File: src/rtl/srs_pkg.sv
package srs_pkg;

  typedef enum logic [1:0] {
    OP_CLR  = 2'd0,
    OP_SET  = 2'd1,
    OP_POLL = 2'd2
  } op_e;

  // One micro-step of the handshake.
  typedef struct packed {
    op_e        op;
    logic       on_gate;  // 1: clock-gate bit, 0: soft-reset bit
    logic       want;     // expected bit value for OP_POLL
    logic [1:0] phase;
    logic       last;
  } step_t;

  localparam int NUM_STEPS = 9;
  localparam int STEP_W    = $clog2(NUM_STEPS);

  typedef enum logic [2:0] {
    ST_IDLE,
    ST_ISSUE,
    ST_RMW_RD,
    ST_RMW_WR,
    ST_WAIT_TICK,
    ST_POLL_RD
  } seq_state_e;

  // Step order is behaviour: clear/poll per phase.
  function automatic step_t decode_step(input logic [STEP_W-1:0] idx);
    step_t s;
    s = '{op: OP_POLL, on_gate: 1'b0, want: 1'b0, phase: 2'd0, last: 1'b0};
    case (idx)
      4'd0: s = '{op: OP_CLR,  on_gate: 1'b0, want: 1'b0, phase: 2'd0, last: 1'b0};
      4'd1: s = '{op: OP_POLL, on_gate: 1'b0, want: 1'b0, phase: 2'd0, last: 1'b0};
      4'd2: s = '{op: OP_CLR,  on_gate: 1'b1, want: 1'b0, phase: 2'd1, last: 1'b0};
      4'd3: s = '{op: OP_SET,  on_gate: 1'b0, want: 1'b0, phase: 2'd1, last: 1'b0};
      4'd4: s = '{op: OP_POLL, on_gate: 1'b1, want: 1'b1, phase: 2'd1, last: 1'b0};
      4'd5: s = '{op: OP_CLR,  on_gate: 1'b0, want: 1'b0, phase: 2'd2, last: 1'b0};
      4'd6: s = '{op: OP_POLL, on_gate: 1'b0, want: 1'b0, phase: 2'd2, last: 1'b0};
      4'd7: s = '{op: OP_CLR,  on_gate: 1'b1, want: 1'b0, phase: 2'd3, last: 1'b0};
      4'd8: s = '{op: OP_POLL, on_gate: 1'b1, want: 1'b0, phase: 2'd3, last: 1'b1};
      default: s = '{op: OP_POLL, on_gate: 1'b0, want: 1'b0, phase: 2'd0, last: 1'b1};
    endcase
    return s;
  endfunction

endpackage

File: src/rtl/srs_bus_port.sv
// Single-outstanding request/acknowledge register access engine.
module srs_bus_port #(
  parameter int DATA_W = 32
) (
  input  logic              clk,
  input  logic              rst,
  input  logic              go_i,
  input  logic              we_i,
  input  logic [DATA_W-1:0] wdata_i,
  output logic              done_o,
  output logic [DATA_W-1:0] rdata_o,
  output logic              req_o,
  output logic              we_o,
  output logic [DATA_W-1:0] wdata_o,
  input  logic [DATA_W-1:0] rdata_i,
  input  logic              ack_i
);

  always_ff @(posedge clk) begin
    if (rst) begin
      req_o   <= 1'b0;
      we_o    <= 1'b0;
      wdata_o <= '0;
      rdata_o <= '0;
      done_o  <= 1'b0;
    end else begin
      done_o <= 1'b0;
      if (req_o && ack_i) begin
        req_o  <= 1'b0;
        done_o <= 1'b1;
        if (!we_o) rdata_o <= rdata_i;
      end else if (go_i && !req_o) begin
        req_o   <= 1'b1;
        we_o    <= we_i;
        wdata_o <= we_i ? wdata_i : wdata_o;
      end
    end
  end

endmodule

File: src/rtl/srs_poll_count.sv
// Poll-attempt counter for one wait phase.
module srs_poll_count #(
  parameter int MAX_POLLS = 1000,
  localparam int CNT_W    = (MAX_POLLS > 1) ? $clog2(MAX_POLLS) : 1
) (
  input  logic clk,
  input  logic rst,
  input  logic clr_i,
  input  logic inc_i,
  output logic last_o
);

  localparam logic [CNT_W-1:0] LIMIT = CNT_W'(MAX_POLLS - 1);

  logic [CNT_W-1:0] cnt_q;

  always_ff @(posedge clk) begin
    if (rst || clr_i) cnt_q <= '0;
    else if (inc_i && cnt_q != LIMIT) cnt_q <= cnt_q + 1'b1;
  end

  // Current read is the final allowed attempt.
  assign last_o = (cnt_q == LIMIT);

endmodule

File: src/rtl/srs_sequencer.sv
// Step sequencer: read-modify-write and tick-paced polling.
module srs_sequencer
  import srs_pkg::*;
#(
  parameter int DATA_W   = 32,
  parameter int SRST_POS = 31,
  parameter int GATE_POS = 30
) (
  input  logic              clk,
  input  logic              rst,
  input  logic              start_i,
  input  logic              tick_i,
  output logic              busy_o,
  output logic              done_o,
  output logic              err_o,
  output logic [1:0]        err_phase_o,
  output logic              bus_go_o,
  output logic              bus_we_o,
  output logic [DATA_W-1:0] bus_wdata_o,
  input  logic              bus_done_i,
  input  logic [DATA_W-1:0] bus_rdata_i,
  output logic              cnt_clr_o,
  output logic              cnt_inc_o,
  input  logic              cnt_last_i
);

  seq_state_e        state_q;
  logic [STEP_W-1:0] step_q;
  step_t             cur;
  logic              rd_bit;
  logic [DATA_W-1:0] mask;

  assign cur    = decode_step(step_q);
  assign mask   = cur.on_gate ? (DATA_W'(1) << GATE_POS) : (DATA_W'(1) << SRST_POS);
  assign rd_bit = |(bus_rdata_i & mask);

  // only the selected bit changes.
  always_comb begin
    bus_go_o    = 1'b0;
    bus_we_o    = 1'b0;
    bus_wdata_o = (cur.op == OP_SET) ? (bus_rdata_i | mask) : (bus_rdata_i & ~mask);
    cnt_clr_o   = 1'b0;
    cnt_inc_o   = 1'b0;
    case (state_q)
      ST_ISSUE: begin
        if (cur.op == OP_POLL) cnt_clr_o = 1'b1;
        else bus_go_o = 1'b1;
      end
      ST_RMW_RD: begin
        if (bus_done_i) begin
          bus_go_o = 1'b1;
          bus_we_o = 1'b1;
        end
      end
      ST_WAIT_TICK: begin
        if (tick_i) bus_go_o = 1'b1;
      end
      ST_POLL_RD: begin
        if (bus_done_i && rd_bit != cur.want && !cnt_last_i) cnt_inc_o = 1'b1;
      end
      default: ;
    endcase
  end

  always_ff @(posedge clk) begin
    if (rst) begin
      state_q     <= ST_IDLE;
      step_q      <= '0;
      busy_o      <= 1'b0;
      done_o      <= 1'b0;
      err_o       <= 1'b0;
      err_phase_o <= 2'd0;
    end else begin
      done_o <= 1'b0;
      case (state_q)
        ST_IDLE: begin
          if (start_i) begin  // only accepted here
            busy_o      <= 1'b1;
            err_o       <= 1'b0;
            err_phase_o <= 2'd0;
            step_q      <= '0;
            state_q     <= ST_ISSUE;
          end
        end
        ST_ISSUE: begin
          state_q <= (cur.op == OP_POLL) ? ST_WAIT_TICK : ST_RMW_RD;
        end
        ST_RMW_RD: begin
          if (bus_done_i) state_q <= ST_RMW_WR;
        end
        ST_RMW_WR: begin
          if (bus_done_i) begin
            step_q  <= step_q + 1'b1;
            state_q <= ST_ISSUE;
          end
        end
        ST_WAIT_TICK: begin
          if (tick_i) state_q <= ST_POLL_RD;
        end
        ST_POLL_RD: begin
          if (bus_done_i) begin
            if (rd_bit == cur.want) begin
              if (cur.last) begin
                busy_o  <= 1'b0;
                done_o  <= 1'b1;
                state_q <= ST_IDLE;
              end else begin
                step_q  <= step_q + 1'b1;
                state_q <= ST_ISSUE;
              end
            end else if (cnt_last_i) begin
              busy_o      <= 1'b0;
              done_o      <= 1'b1;
              err_o       <= 1'b1;
              err_phase_o <= cur.phase;
              state_q     <= ST_IDLE;
            end else begin
              state_q <= ST_WAIT_TICK;
            end
          end
        end
        default: state_q <= ST_IDLE;
      endcase
    end
  end

endmodule

File: src/rtl/soft_reset_seq.sv
module soft_reset_seq #(
  parameter int DATA_W    = 32,
  parameter int SRST_POS  = 31,
  parameter int GATE_POS  = 30,
  parameter int MAX_POLLS = 1000
) (
  input  logic              clk,
  input  logic              rst,
  input  logic              start_i,
  input  logic              tick_i,
  output logic              busy_o,
  output logic              done_o,
  output logic              err_o,
  output logic [1:0]        err_phase_o,
  output logic              reg_req_o,
  output logic              reg_we_o,
  output logic [DATA_W-1:0] reg_wdata_o,
  input  logic [DATA_W-1:0] reg_rdata_i,
  input  logic              reg_ack_i
);

  logic              bus_go, bus_we, bus_done;
  logic [DATA_W-1:0] bus_wdata, bus_rdata;
  logic              cnt_clr, cnt_inc, cnt_last;

  srs_sequencer #(
    .DATA_W(DATA_W), .SRST_POS(SRST_POS), .GATE_POS(GATE_POS)
  ) u_seq (
    .clk(clk), .rst(rst), .start_i(start_i), .tick_i(tick_i),
    .busy_o(busy_o), .done_o(done_o), .err_o(err_o), .err_phase_o(err_phase_o),
    .bus_go_o(bus_go), .bus_we_o(bus_we), .bus_wdata_o(bus_wdata),
    .bus_done_i(bus_done), .bus_rdata_i(bus_rdata),
    .cnt_clr_o(cnt_clr), .cnt_inc_o(cnt_inc), .cnt_last_i(cnt_last)
  );

  srs_bus_port #(.DATA_W(DATA_W)) u_bus (
    .clk(clk), .rst(rst), .go_i(bus_go), .we_i(bus_we), .wdata_i(bus_wdata),
    .done_o(bus_done), .rdata_o(bus_rdata),
    .req_o(reg_req_o), .we_o(reg_we_o), .wdata_o(reg_wdata_o),
    .rdata_i(reg_rdata_i), .ack_i(reg_ack_i)
  );

  srs_poll_count #(.MAX_POLLS(MAX_POLLS)) u_cnt (
    .clk(clk), .rst(rst), .clr_i(cnt_clr), .inc_i(cnt_inc), .last_o(cnt_last)
  );

endmodule

File: config.mk
export PLATFORM = sky130hd
export DESIGN_NAME = soft_reset_seq
export DESIGN_NICKNAME = d
export VERILOG_FILES = /design/src/rtl/srs_pkg.sv /design/src/rtl/srs_bus_port.sv /design/src/rtl/srs_poll_count.sv /design/src/rtl/srs_sequencer.sv /design/src/rtl/soft_reset_seq.sv
export SDC_FILE = /design/constraint.sdc
export NUM_CORES = 1
export LEC_CHECK = 0
export ABC_AREA = 1
export BUFFER_PORTS_ARGS = -buffer_cell sky130_fd_sc_hd__buf_2
export CAP_MARGIN = 20
export CORE_MARGIN = 4
export CORE_UTILIZATION = 55
export DETAILED_ROUTE_END_ITERATION = 7
export PLACE_DENSITY = 0.84
export REMOVE_ABC_BUFFERS = 1
export SLEW_MARGIN = 20
export SYNTH_ARGS = -nofsm -noshare
export SYNTH_HDL_FRONTEND = slang
export SYNTH_SLANG_ARGS = --single-unit
File: constraint.sdc
create_clock -name clk -period 2.7 [get_ports clk]
set_input_delay 0.54 -clock clk [delete_from_list [all_inputs] [get_ports clk]]
set_output_delay 0.54 -clock clk [all_outputs]
set_load 0.01 [all_outputs]
==> metrics <==
status completed; CP Cell Sequence inv_4 -> nand3_1 -> nand2_2 -> nand2_4 -> inv_4 -> nor2_8 -> nand2_4 -> nand2_2 -> nand3_2 -> inv_1 -> ha_1 -> nand4_1 -> nand2_1 -> nand2_1 -> nand2_1; Finished Layout Cells 696; Syn-to-layout area delta 15.7%; max-slew violations 0; total clock buffers created by CTS 9; Tcrit/Tclk final 0.810; GPL Wtd Cong 0.943; # nets final 638; post-cts sizing count 0; Hold Startpoint reg_rdata_i[13]; die height 93.3 um; Clk Latency, worst-skew pair 0.35 ns; Final Cell Area 4630 um2; clock skew 0.00896 ns; GR Util met1 0.251; Post-Synthesis Cells 526; Layout Utilization 0.667; RSZ-0062 raised after global routing false; via count 3502; WHS Endpoint u_bus.rdata_o[13]$_SDFFE_PP0P_; root buffer cell clkbuf_8; Max stage delay on crit path 0.55 ns; Clock Sinks 96; Syn Std Cell Area 4000 um2; Yosys warning count 0; CP Launch Type flip-flop; worst hold path type in2reg; register area share after synthesis 0.480; Iter 0 DRT Violations 156; Seq cells post-synth 96; global-route met3 utilization 0.0434; DP Area 4440 um2; Clock H-tree levels 3; site row count 30; maximum VDD drop 0.414 mV; Rel. slew slack 0.630; WP buf/inv 3; Required @ worst endpoint 2.95 ns; grt ovf 0; All-Layer GR Usage 0.200; layout cells sized above 1 0.215; vias per cell 5.03; Crit. End Element flip-flop; worst-margin pin slew 0.555 ns; fin crit period 2.19 ns; Netlist cell types 32; final setup vio count 0; worst-path maximum fanout 8; placed insts 680; initial core utilization 0.577; Top Usage Layer GRT met2; final hold viol count 0; number of buffers on the longest clock path 2; cell seen most often among critical-path stages nand2_1; final hold slack 0.404 ns; Worst Hold Depth 3; max-cap check violation count 0; Crit Path Class reg2reg; reg-to-reg endpoint u_seq.cur[1]$_DFF_P_; DR WL/cell 12.1 um; met2 Track Usage GR 0.336; die area 8710 um2; CTS tree yes; final wirelength 8.42 mm; TritonRoute pass-1 iters 5; Reg2Reg Setup Slack 0.51 ns; largest net degree at the start of global routing 66; Post-DRT Antenna Nets 0; Pleak 2.08 nW; total setup buffers inserted after CTS 0; Final TNS setup 0 ns; HPWL Detailed 5.90 mm; core area 6940 um2; Ant. Diodes 0; Port Buffers 75; hold buffers post-CTS 0; chip width 93.3 um; delay-heaviest family, CP simple AND/OR/NAND/NOR gates; fmax 0.457 GHz; Slowest cell on crit path dfxtp_1; WP data arrival 2.43 ns; Mapped Avg Cell Area 7.61 um2; number of global-route vias before repair 3412; global-route wire length before repair 14.4 mm; pwr dens 782 nW/um2; clock slew at reported path FFs 0.09 ns; RR Startpoint u_seq.state_q[2]$_SDFFE_PP0P_; DRC violations left 0; r2r worst-path depth 15; io pins 76; initial antenna violation count 0
-- registers in the layout (all words and copies together) (netlist names) --
register / cells
u_bus.rdata_o: 32
u_bus.wdata_o: 32
u_cnt.cnt_q: 10
u_seq.cur: 7
u_seq.step_q: 4
u_seq.state_q: 3
u_seq.err_phase_o: 2
u_bus.done_o: 1
u_bus.req_o: 1
u_bus.we_o: 1
u_seq.busy_o: 1
u_seq.done_o: 1
u_seq.err_o: 1
-- how the worst max path moves through the flow --
stage,slack (ns),startpoint,depth (start not counted),to
detailed placement,0.56,u_seq.state_q[2]$_SDFFE_PP0P_,15,u_seq.cur[1]$_DFF_P_
CTS,0.52,u_seq.state_q[2]$_SDFFE_PP0P_,15,u_seq.cur[4]$_DFF_P_
global route,0.33,u_seq.state_q[2]$_SDFFE_PP0P_,15,u_seq.cur[4]$_DFF_P_
floorplan,0.30,rst,8,u_seq.cur[1]$_DFF_P_
finish,0.51,u_seq.state_q[2]$_SDFFE_PP0P_,15,u_seq.cur[1]$_DFF_P_
global placement,0.68,u_seq.state_q[2]$_SDFFE_PP0P_,15,u_seq.cur[1]$_DFF_P_
-- metrics by stage --
stage / setup WS [ns] / power, mW
6_report: 0.514 / 3.62
4_1_cts: 0.517 / 3.64
3_5_place_dp: 0.558 / 2.75
2_1_floorplan: 0.301 / 2.50
5_1_grt: 0.326 / 3.86
3_3_place_gp: 0.682 / 2.72
-- power by group --
group / leakage [nW] / switching [mW] / total [mW] / internal [mW]
logic: 1.21 / 0.684 / 1.02 / 0.334
registers: 0.778 / 0.117 / 1.72 / 1.60
clock network: 0.0963 / 0.490 / 0.883 / 0.392
-- cells in the final DEF, fill, tap and decap left out, types with 2 or more instances in the layout --
cell type / instances
dfxtp_1: 96
nor2_1: 83
buf_2: 75
o21ai_0: 72
inv_1: 62
nand2_1: 59
a21oi_1: 53
nand3_1: 20
clkbuf_8: 11
nand2_2: 8
nor3_1: 6
ha_1: 6
buf_4: 6
nand3_2: 5
inv_2: 4
nand4_1: 4
xor2_1: 4
nand3_4: 3
nand2_4: 3
inv_4: 2
nor2_2: 2
nand3b_1: 2
clkinv_4: 2
nor4_1: 2
nor3_2: 2
inv_6: 2
-- final cells by class --
cell class                      instances  area, um2
Clock buffer                           11        151
Clock inverter                          5       38.8
Fill cell                             616       2310
Inverter                               69        269
Multi-Input combinational cell        338       1710
Sequential cell                        96       1920
Tap cell                               96        120
Timing Repair Buffer                   81        420
-- logic make-up (layout without fill, tap and decap cells) --
family	count (synthesis)	count (layout)	synth area share
simple gates	201	201	0.238
compound gates	127	127	0.160
flops	96	96	0.480
buf+inv	92	166	0.0944
fa+ha+maj	6	6	0.0187
xor+xnor	4	4	0.00875
-- cells in the mapped netlist --
cell type,n,area share
xor2_1,4,0.0087
buf_2,1,0.0012
nand2_1,59,0.055
or2_2,1,0.0016
inv_4,2,0.0031
clkinv_4,1,0.0022
nand4_1,4,0.0062
a21oi_1,53,0.066
nand3_2,4,0.010
o221ai_1,1,0.0022
inv_1,62,0.058
clkbuf_8,1,0.0034
clkbuf_1,18,0.017
nand3b_1,2,0.0037
buf_6,1,0.0028
ha_1,6,0.019
nand2_4,3,0.0084
nand2_2,8,0.013
buf_4,1,0.0019
a31oi_1,1,0.0016
buf_1,1,0.00094
dfxtp_1,96,0.48
nor2_2,1,0.0016
nand3_1,21,0.026
nand3_4,3,0.013
o21ai_0,72,0.090
nor4_1,2,0.0031
inv_2,4,0.0037
nor3_2,2,0.0050
nor2_8,1,0.0050
nor3_1,6,0.0075
nor2_1,84,0.079
-- layer usage --
layer,routed length (um),vias to the layer above
met4,165,0
met3,514,18
met2,3960,101
met5,0,-
li1,-,1820
met1,3780,1563
-- worst min-delay path, delay by kind of cell --
family,cells,cell delay (ns)
AND/OR/NAND/NOR,2,0.11
buffers and inverters,1,0.07
Power figures use the tool's default switching activity.
